**src/rtl/tuner_pkg.sv**
```systemverilog
package tuner_pkg;

    typedef enum logic [3:0] {
        ST_IDLE,
        ST_P1_LAUNCH,
        ST_P1_WAIT,
        ST_P2_LAUNCH,
        ST_P2_WAIT,
        ST_MID_LOAD,
        ST_VFY_LAUNCH,
        ST_VFY_WAIT,
        ST_FINISH
    } tune_state_e;

endpackage

```
**src/rtl/tuner_probe.sv**
```systemverilog
module tuner_probe (
    input  logic clk,
    input  logic rst_n,
    input  logic launch,
    input  logic test_done,
    input  logic test_pass,
    output logic test_req,
    output logic pending,
    output logic res_valid,
    output logic res_pass
);

    assign test_req  = launch & ~pending;
    assign res_valid = test_done & pending;
    assign res_pass  = test_pass;

    always_ff @(posedge clk or negedge rst_n) begin
        if (!rst_n) begin
            pending <= 1'b0;
        end else if (test_req) begin
            pending <= 1'b1;
        end else if (test_done) begin
            pending <= 1'b0;
        end
    end

    AST_DONE_ONLY_PENDING: assert property (@(posedge clk) disable iff (!rst_n)
        test_done |-> pending);
    AST_REQ_PULSE: assert property (@(posedge clk) disable iff (!rst_n)
        test_req |=> !test_req);

endmodule

```
**src/rtl/tuner_window.sv**
```systemverilog
module tuner_window #(
    parameter int TAP_W = 7
) (
    input  logic             clk,
    input  logic             rst_n,
    input  logic             clr,
    input  logic             min_we,
    input  logic [TAP_W-1:0] min_val,
    input  logic             max_we,
    input  logic [TAP_W-1:0] max_val,
    output logic [TAP_W-1:0] win_min,
    output logic [TAP_W-1:0] win_max,
    output logic [TAP_W-1:0] win_mid
);

    localparam int SUM_W = TAP_W + 1;

    logic [SUM_W-1:0] edge_sum;

    always_ff @(posedge clk or negedge rst_n) begin
        if (!rst_n) begin
            win_min <= '0;
            win_max <= '0;
        end else if (clr) begin
            win_min <= '0;
            win_max <= '0;
        end else begin
            if (min_we) win_min <= min_val;
            if (max_we) win_max <= max_val;
        end
    end

    always_comb begin
        edge_sum = SUM_W'(win_min) + SUM_W'(win_max);
        win_mid  = edge_sum[SUM_W-1:1];
    end

endmodule

```
**src/rtl/tuner_fsm.sv**
```systemverilog
module tuner_fsm
    import tuner_pkg::*;
#(
    parameter int TAP_W = 7
) (
    input  logic             clk,
    input  logic             rst_n,
    input  logic             go,
    input  logic             res_valid,
    input  logic             res_pass,
    input  logic [TAP_W-1:0] win_min,
    input  logic [TAP_W-1:0] win_max,
    input  logic [TAP_W-1:0] win_mid,
    output logic             launch,
    output logic             win_clr,
    output logic             min_we,
    output logic [TAP_W-1:0] min_val,
    output logic             max_we,
    output logic [TAP_W-1:0] max_val,
    output logic [TAP_W-1:0] tap,
    output logic             busy,
    output logic             clk_sel,
    output logic             done,
    output logic             ok
);

    localparam logic [TAP_W-1:0] TAP_MAX   = {TAP_W{1'b1}};
    localparam logic [TAP_W-1:0] LAST_TEST = TAP_MAX - TAP_W'(1);
    localparam logic [TAP_W-1:0] TAP_ONE   = TAP_W'(1);

    tune_state_e      state, nxt;
    logic [TAP_W-1:0] tap_nxt;
    logic             ok_nxt;
    logic             sel_nxt;

    always_ff @(posedge clk or negedge rst_n) begin
        if (!rst_n) begin
            state   <= ST_IDLE;
            tap     <= '0;
            ok      <= 1'b0;
            clk_sel <= 1'b0;
        end else begin
            state   <= nxt;
            tap     <= tap_nxt;
            ok      <= ok_nxt;
            clk_sel <= sel_nxt;
        end
    end

    always_comb begin
        nxt     = state;
        tap_nxt = tap;
        ok_nxt  = ok;
        sel_nxt = clk_sel;
        win_clr = 1'b0;
        min_we  = 1'b0;
        min_val = tap;
        max_we  = 1'b0;
        max_val = tap - TAP_ONE;
        unique case (state)
            ST_IDLE: begin
                if (go) begin
                    tap_nxt = '0;
                    ok_nxt  = 1'b0;
                    sel_nxt = 1'b1;
                    win_clr = 1'b1;
                    nxt     = ST_P1_LAUNCH;
                end
            end
            ST_P1_LAUNCH: nxt = ST_P1_WAIT;
            ST_P1_WAIT: begin
                if (res_valid) begin
                    if (res_pass) begin
                        min_we  = 1'b1;
                        min_val = tap;
                        if (tap == LAST_TEST) begin
                            max_we  = 1'b1;
                            max_val = TAP_MAX;
                            nxt     = ST_MID_LOAD;
                        end else begin
                            tap_nxt = tap + TAP_ONE;
                            nxt     = ST_P2_LAUNCH;
                        end
                    end else if (tap == LAST_TEST) begin
                        min_we  = 1'b1;
                        min_val = TAP_MAX;
                        max_we  = 1'b1;
                        max_val = TAP_MAX;
                        nxt     = ST_MID_LOAD;
                    end else begin
                        tap_nxt = tap + TAP_ONE;
                        nxt     = ST_P1_LAUNCH;
                    end
                end
            end
            ST_P2_LAUNCH: nxt = ST_P2_WAIT;
            ST_P2_WAIT: begin
                if (res_valid) begin
                    if (!res_pass) begin
                        max_we  = 1'b1;
                        max_val = tap - TAP_ONE;
                        nxt     = ST_MID_LOAD;
                    end else if (tap == LAST_TEST) begin
                        max_we  = 1'b1;
                        max_val = TAP_MAX;
                        nxt     = ST_MID_LOAD;
                    end else begin
                        tap_nxt = tap + TAP_ONE;
                        nxt     = ST_P2_LAUNCH;
                    end
                end
            end
            ST_MID_LOAD: begin
                tap_nxt = win_mid;
                nxt     = ST_VFY_LAUNCH;
            end
            ST_VFY_LAUNCH: nxt = ST_VFY_WAIT;
            ST_VFY_WAIT: begin
                if (res_valid) begin
                    ok_nxt = res_pass;
                    nxt    = ST_FINISH;
                end
            end
            ST_FINISH: nxt = ST_IDLE;
            default:   nxt = ST_IDLE;
        endcase
    end

    always_comb begin
        launch = (state == ST_P1_LAUNCH) || (state == ST_P2_LAUNCH) ||
                 (state == ST_VFY_LAUNCH);
        busy   = (state != ST_IDLE);
        done   = (state == ST_FINISH);
    end

    AST_P1_STEP: assert property (@(posedge clk) disable iff (!rst_n)
        (state == ST_P1_LAUNCH && $past(state) == ST_P1_WAIT) |-> tap == $past(tap) + TAP_ONE);
    AST_TAP_HELD: assert property (@(posedge clk) disable iff (!rst_n)
        (state == ST_P1_WAIT || state == ST_P2_WAIT || state == ST_VFY_WAIT) |-> $stable(tap));
    AST_WINDOW_ORDER: assert property (@(posedge clk) disable iff (!rst_n)
        (state == ST_VFY_LAUNCH) |-> win_max >= win_min);
    AST_MID_TAP: assert property (@(posedge clk) disable iff (!rst_n)
        (state == ST_VFY_LAUNCH) |-> tap == win_mid);
    AST_EXEC_DROP: assert property (@(posedge clk) disable iff (!rst_n)
        done |=> !busy);
    AST_RUN_HOLDS: assert property (@(posedge clk) disable iff (!rst_n)
        (busy && !done) |=> busy);

endmodule

```
**src/rtl/tap_tuner.sv**
```systemverilog
module tap_tuner #(
    parameter int TAP_W     = 7,
    parameter int WORD_W    = 16,
    parameter int TAP_SHIFT = 8,
    parameter int BLK_BYTES = 64
) (
    input  logic                           clk,
    input  logic                           rst_n,
    input  logic                           tune_go,
    input  logic                           test_done,
    input  logic                           test_pass,
    output logic                           test_req,
    output logic [$clog2(BLK_BYTES+1)-1:0] test_blk_len,
    output logic [WORD_W-1:0]              tap_word,
    output logic                           exec_tune,
    output logic                           smp_sel,
    output logic                           fb_sel,
    output logic                           tune_done,
    output logic                           tune_ok
);

    localparam int LEN_W = $clog2(BLK_BYTES + 1);

    logic             launch, pending, res_valid, res_pass;
    logic             win_clr, min_we, max_we, clk_sel;
    logic [TAP_W-1:0] min_val, max_val, win_min, win_max, win_mid, tap;

    tuner_probe u_probe (
        .clk       (clk),
        .rst_n     (rst_n),
        .launch    (launch),
        .test_done (test_done),
        .test_pass (test_pass),
        .test_req  (test_req),
        .pending   (pending),
        .res_valid (res_valid),
        .res_pass  (res_pass)
    );

    tuner_window #(.TAP_W(TAP_W)) u_window (
        .clk     (clk),
        .rst_n   (rst_n),
        .clr     (win_clr),
        .min_we  (min_we),
        .min_val (min_val),
        .max_we  (max_we),
        .max_val (max_val),
        .win_min (win_min),
        .win_max (win_max),
        .win_mid (win_mid)
    );

    tuner_fsm #(.TAP_W(TAP_W)) u_fsm (
        .clk       (clk),
        .rst_n     (rst_n),
        .go        (tune_go),
        .res_valid (res_valid),
        .res_pass  (res_pass),
        .win_min   (win_min),
        .win_max   (win_max),
        .win_mid   (win_mid),
        .launch    (launch),
        .win_clr   (win_clr),
        .min_we    (min_we),
        .min_val   (min_val),
        .max_we    (max_we),
        .max_val   (max_val),
        .tap       (tap),
        .busy      (exec_tune),
        .clk_sel   (clk_sel),
        .done      (tune_done),
        .ok        (tune_ok)
    );

    assign smp_sel      = clk_sel;
    assign fb_sel       = clk_sel;
    assign test_blk_len = LEN_W'(BLK_BYTES);
    assign tap_word     = WORD_W'(tap) << TAP_SHIFT;

    AST_REQ_CTRL: assert property (@(posedge clk) disable iff (!rst_n)
        test_req |-> (exec_tune && smp_sel && fb_sel));
    AST_REQ_IDLE_PORT: assert property (@(posedge clk) disable iff (!rst_n)
        (pending && !test_done) |=> !test_req);

endmodule

```
**config.mk**
```make
export PLATFORM = sky130hd
export DESIGN_NAME = tap_tuner
export DESIGN_NICKNAME = d
export VERILOG_FILES = /design/src/rtl/tuner_pkg.sv /design/src/rtl/tuner_probe.sv /design/src/rtl/tuner_window.sv /design/src/rtl/tuner_fsm.sv /design/src/rtl/tap_tuner.sv
export SDC_FILE = /design/constraint.sdc
export NUM_CORES = 1
export LEC_CHECK = 0
export BUFFER_PORTS_ARGS = -buffer_cell sky130_fd_sc_hd__buf_2
export CAP_MARGIN = 20
export CORE_ASPECT_RATIO = 1.2
export CORE_UTILIZATION = 35
export CTS_CLUSTER_SIZE = 40
export DETAILED_ROUTE_END_ITERATION = 10
export GPL_ROUTABILITY_DRIVEN = 1
export GPL_TIMING_DRIVEN = 0
export SETUP_SLACK_MARGIN = 0.02
export SLEW_MARGIN = 20
export SYNTH_ARGS = -nofsm -noshare
export SYNTH_HDL_FRONTEND = slang
export SYNTH_SLANG_ARGS = --single-unit
```
**constraint.sdc**
```tcl
create_clock -name clk -period 3.6 [get_ports clk]
set_input_delay 0.36 -clock clk [delete_from_list [all_inputs] [get_ports clk]]
set_output_delay 0.36 -clock clk [all_outputs]
set_load 0.005 [all_outputs]
```
==> impl_metrics.toml <==
[status]
status = "finished, final reports clean"

[worst_setup_path]
start_kind = "flop"
crit_chain = "inv_1, ha_1, nand4_1, nor2_1, o2111a_1, clkbuf_1, o21ai_0"
cp_top_family = "buffers and inverters"
slowest_delay_ns = 0.51
cp_max_fo = 10
crit_arrival_ns = 2.38
crit_slowest_cell = "dfrtp_1"
critPathBufInv = 2
required_ns = 3.76
crit_path_end_kind = "flop"
critPathKind = "reg2reg"

[clock_network]
cts_root_buf = "clkbuf_8"
cts_inserted_buffers = 3
cts.path.max_buffers = 2
cts_tree = "yes"
cts.clk_slew.worst_paths_ns = 0.11
cts_sinks = 28
cts_setup_buffers = 0
cts_resized = 0
worstSkewPairLatency_ns = 0.28
htreeDepth = 1
ctsHoldBuffers = 0

[synthesis]
synth_top_area_share = 0.3296
synth_top_area_cell = "dfrtp_1"
synth_ff_type = "dfrtp_1"
ys_seq_area_frac = 0.3296
ys_seq_elements = 28
synthTopCellsByArea = "dfrtp_1, buf_4, ha_1"
yosysMostFrequentCell = "dfrtp_1"
netlist_instances = 250
yosysUniqueCellTypes = 55
netlist_area_um2 = 2126
ys_async_sr_fraction = 1.000
synth.avg_cell_area_um2 = 8.503
ys_warn_count = 0
synth_edf_count = 0
netlist_top_cells_count = "dfrtp_1, nand2_1, a21oi_1, buf_4, o21ai_0"

[timing]
slew_headroom = 0.5603
rsz0062_at_grt = "false"
fin_crit_sh = 0.6158
fin_crit_ns = 2.217
fin_skew_ns = 0.008884
final-setup-viol-count = 0
timing.hold.ws_ns = 0.09678
worst_pin_slew_ns = 0.6595
finalHoldViolations = 0
maxSlewViolCount = 0
finalSetupTns_ns = 0
fmax_ghz = 0.4511
fin_ws_ns = 1.383

[layout]
nets = 300
final.fill_count = 599
syn_to_final_growth_pct = 14.30
drive_above_1_share = 0.2148
antenna_cells = 0

[route]
drt-pass1-iter-count = 4
wirelength_um = 4998
drt-initial-drc-count = 107
drc = 0
via_per_inst = 5.014
vias = 1825
wl_per_cell_um = 13.73
final_antenna_net_count = 0

[global_route]
grt_max_degree = 29
antenna_found_initial = 0
grt_usage = 0.1693
grt_pass1_wl_um = 8238
grt_pass1_vias = 1682
gr-total-overflow = 0

[hold_path]
hp-class = "in2async"

[floorplan]
num_rows = 30
ioPinCount = 34
design.core.area_um2 = 5743
die-area_um2 = 6391
dieWidth_um = 73.15
initial_core_util = 0.3702
die_h_um = 87.37

[power_and_ir_drop]
switchingPower_mw = 0.7020
seq_power_share = 0.279
power_frac_comb = 0.564
swShare = 0.4320
clockPowerShare = 0.158
internal_power_mw = 0.9231
leakage_nw = 1.136
max-vdd-ir-drop_mv = 0.5144
p_per_area_nw_per_um2 = 668.8

[run]
drv.max_cap_violation_count = 0

[placed_design]
port_buffers = 16
gp_congestion = 0.7976
pre_cts_slack_ns = 1.441
hpwl_um = 3703
-- state kept, by name, summed over array words and instances (netlist names) --
| register | cells |
|---|---|
| u_fsm.clk_sel | 1 |
| u_fsm.ok | 1 |
| u_fsm.state | 4 |
| u_fsm.tap | 7 |
| u_probe.pending | 1 |
| u_window.win_max | 7 |
| u_window.win_min | 7 |
-- worst register-to-register path, cell delays in order (launching register included) --
cell	delay [ns]
dfrtp_1	0.51
inv_1	0.15
ha_1	0.16
nand4_1	0.19
nor2_1	0.26
o2111a_1	0.25
clkbuf_1	0.40
o21ai_0	0.16
-- cells by family after synthesis --
kind of cell               after synthesis  share of synthesized area
other                                    2                   0.003533
and+or+nand+nor                         85                     0.2101
buffers and inverters                   47                     0.1360
DFF                                     28                     0.3296
xor gates and xnor gates                10                    0.04474
AOI/OAI and AO/OA                       68                     0.2137
adders and majority gates               10                    0.06239
-- power groups by stage --
| stage | Clock (mW) | Sequential (mW) | Combinational (mW) |
|---|---|---|---|
| 6_report | 0.256 | 0.453 | 0.916 |
| 5_1_grt | 0.270 | 0.459 | 1.02 |
| 4_1_cts | 0.263 | 0.452 | 0.915 |
| 3_5_place_dp | 0 | 0.459 | 0.910 |
| 3_3_place_gp | 0 | 0.457 | 0.900 |
| 2_1_floorplan | 0 | 0.442 | 0.708 |
-- layout by cell type (no fill, tap or decap), drive strengths merged, types with 3 or more instances in the layout --
master	count
dfrtp	28
buf	44
and2	4
o211ai	3
nor3	10
clkbuf	8
a21oi	18
nand3	12
nor2b	4
nand2	25
inv	14
o31ai	3
ha	9
o22ai	5
conb	16
nor2	12
nor3b	4
nand4	5
xnor2	7
xor2	3
o21ai	21
-- layer usage --
layer | share of wire | track usage | wire length [um]
met5 | 0 | 0 | 0
met4 | 0.0088 | 0.04278 | 44
met3 | 0.026 | 0.01505 | 129
met2 | 0.50 | 0.2929 | 2491
met1 | 0.47 | 0.2245 | 2332
-- metrics by stage --
stage | instance area, um2 | power (mW) | cells | utilization
detailed placement | 2359 | 1.369 | 360 | 0.4107
finish | 2430 | 1.625 | 364 | 0.4231
global route | 2430 | 1.753 | 364 | 0.4231
floorplan | 2178 | 1.150 | 264 | -
CTS | 2430 | 1.630 | 364 | 0.4231
global placement | 2359 | 1.358 | 360 | 0.4107
-- final timing paths --
check,slack (ns),startpoint,depth (start not counted),to
max,1.38,u_fsm.tap[0],7,u_window.win_min[4]
min in group clk,0.35,test_done,3,u_probe.pending
min,0.1,rst_n,1,u_fsm.state[0]
max reg2reg,1.38,u_fsm.tap[0],7,u_window.win_min[4]
min reg2reg,0.51,u_fsm.clk_sel,1,u_fsm.clk_sel
max in group asynchronous,3.08,rst_n,1,u_window.win_min[2]
-- area by class of cell --
cell class                 instances  area (um2)  share of cell area
timing repair buffer              16       80.08             0.03296
clock inverter                     1       30.03             0.01236
inverter                          14       52.55             0.02163
sequential                        28       700.7              0.2884
tap                               80       100.1             0.04119
buffer                            33       236.5             0.09732
clock buffer                       3       41.29             0.01699
multi-input combinational        189        1189              0.4892
No activity file was read; power rests on OpenSTA's default activity.
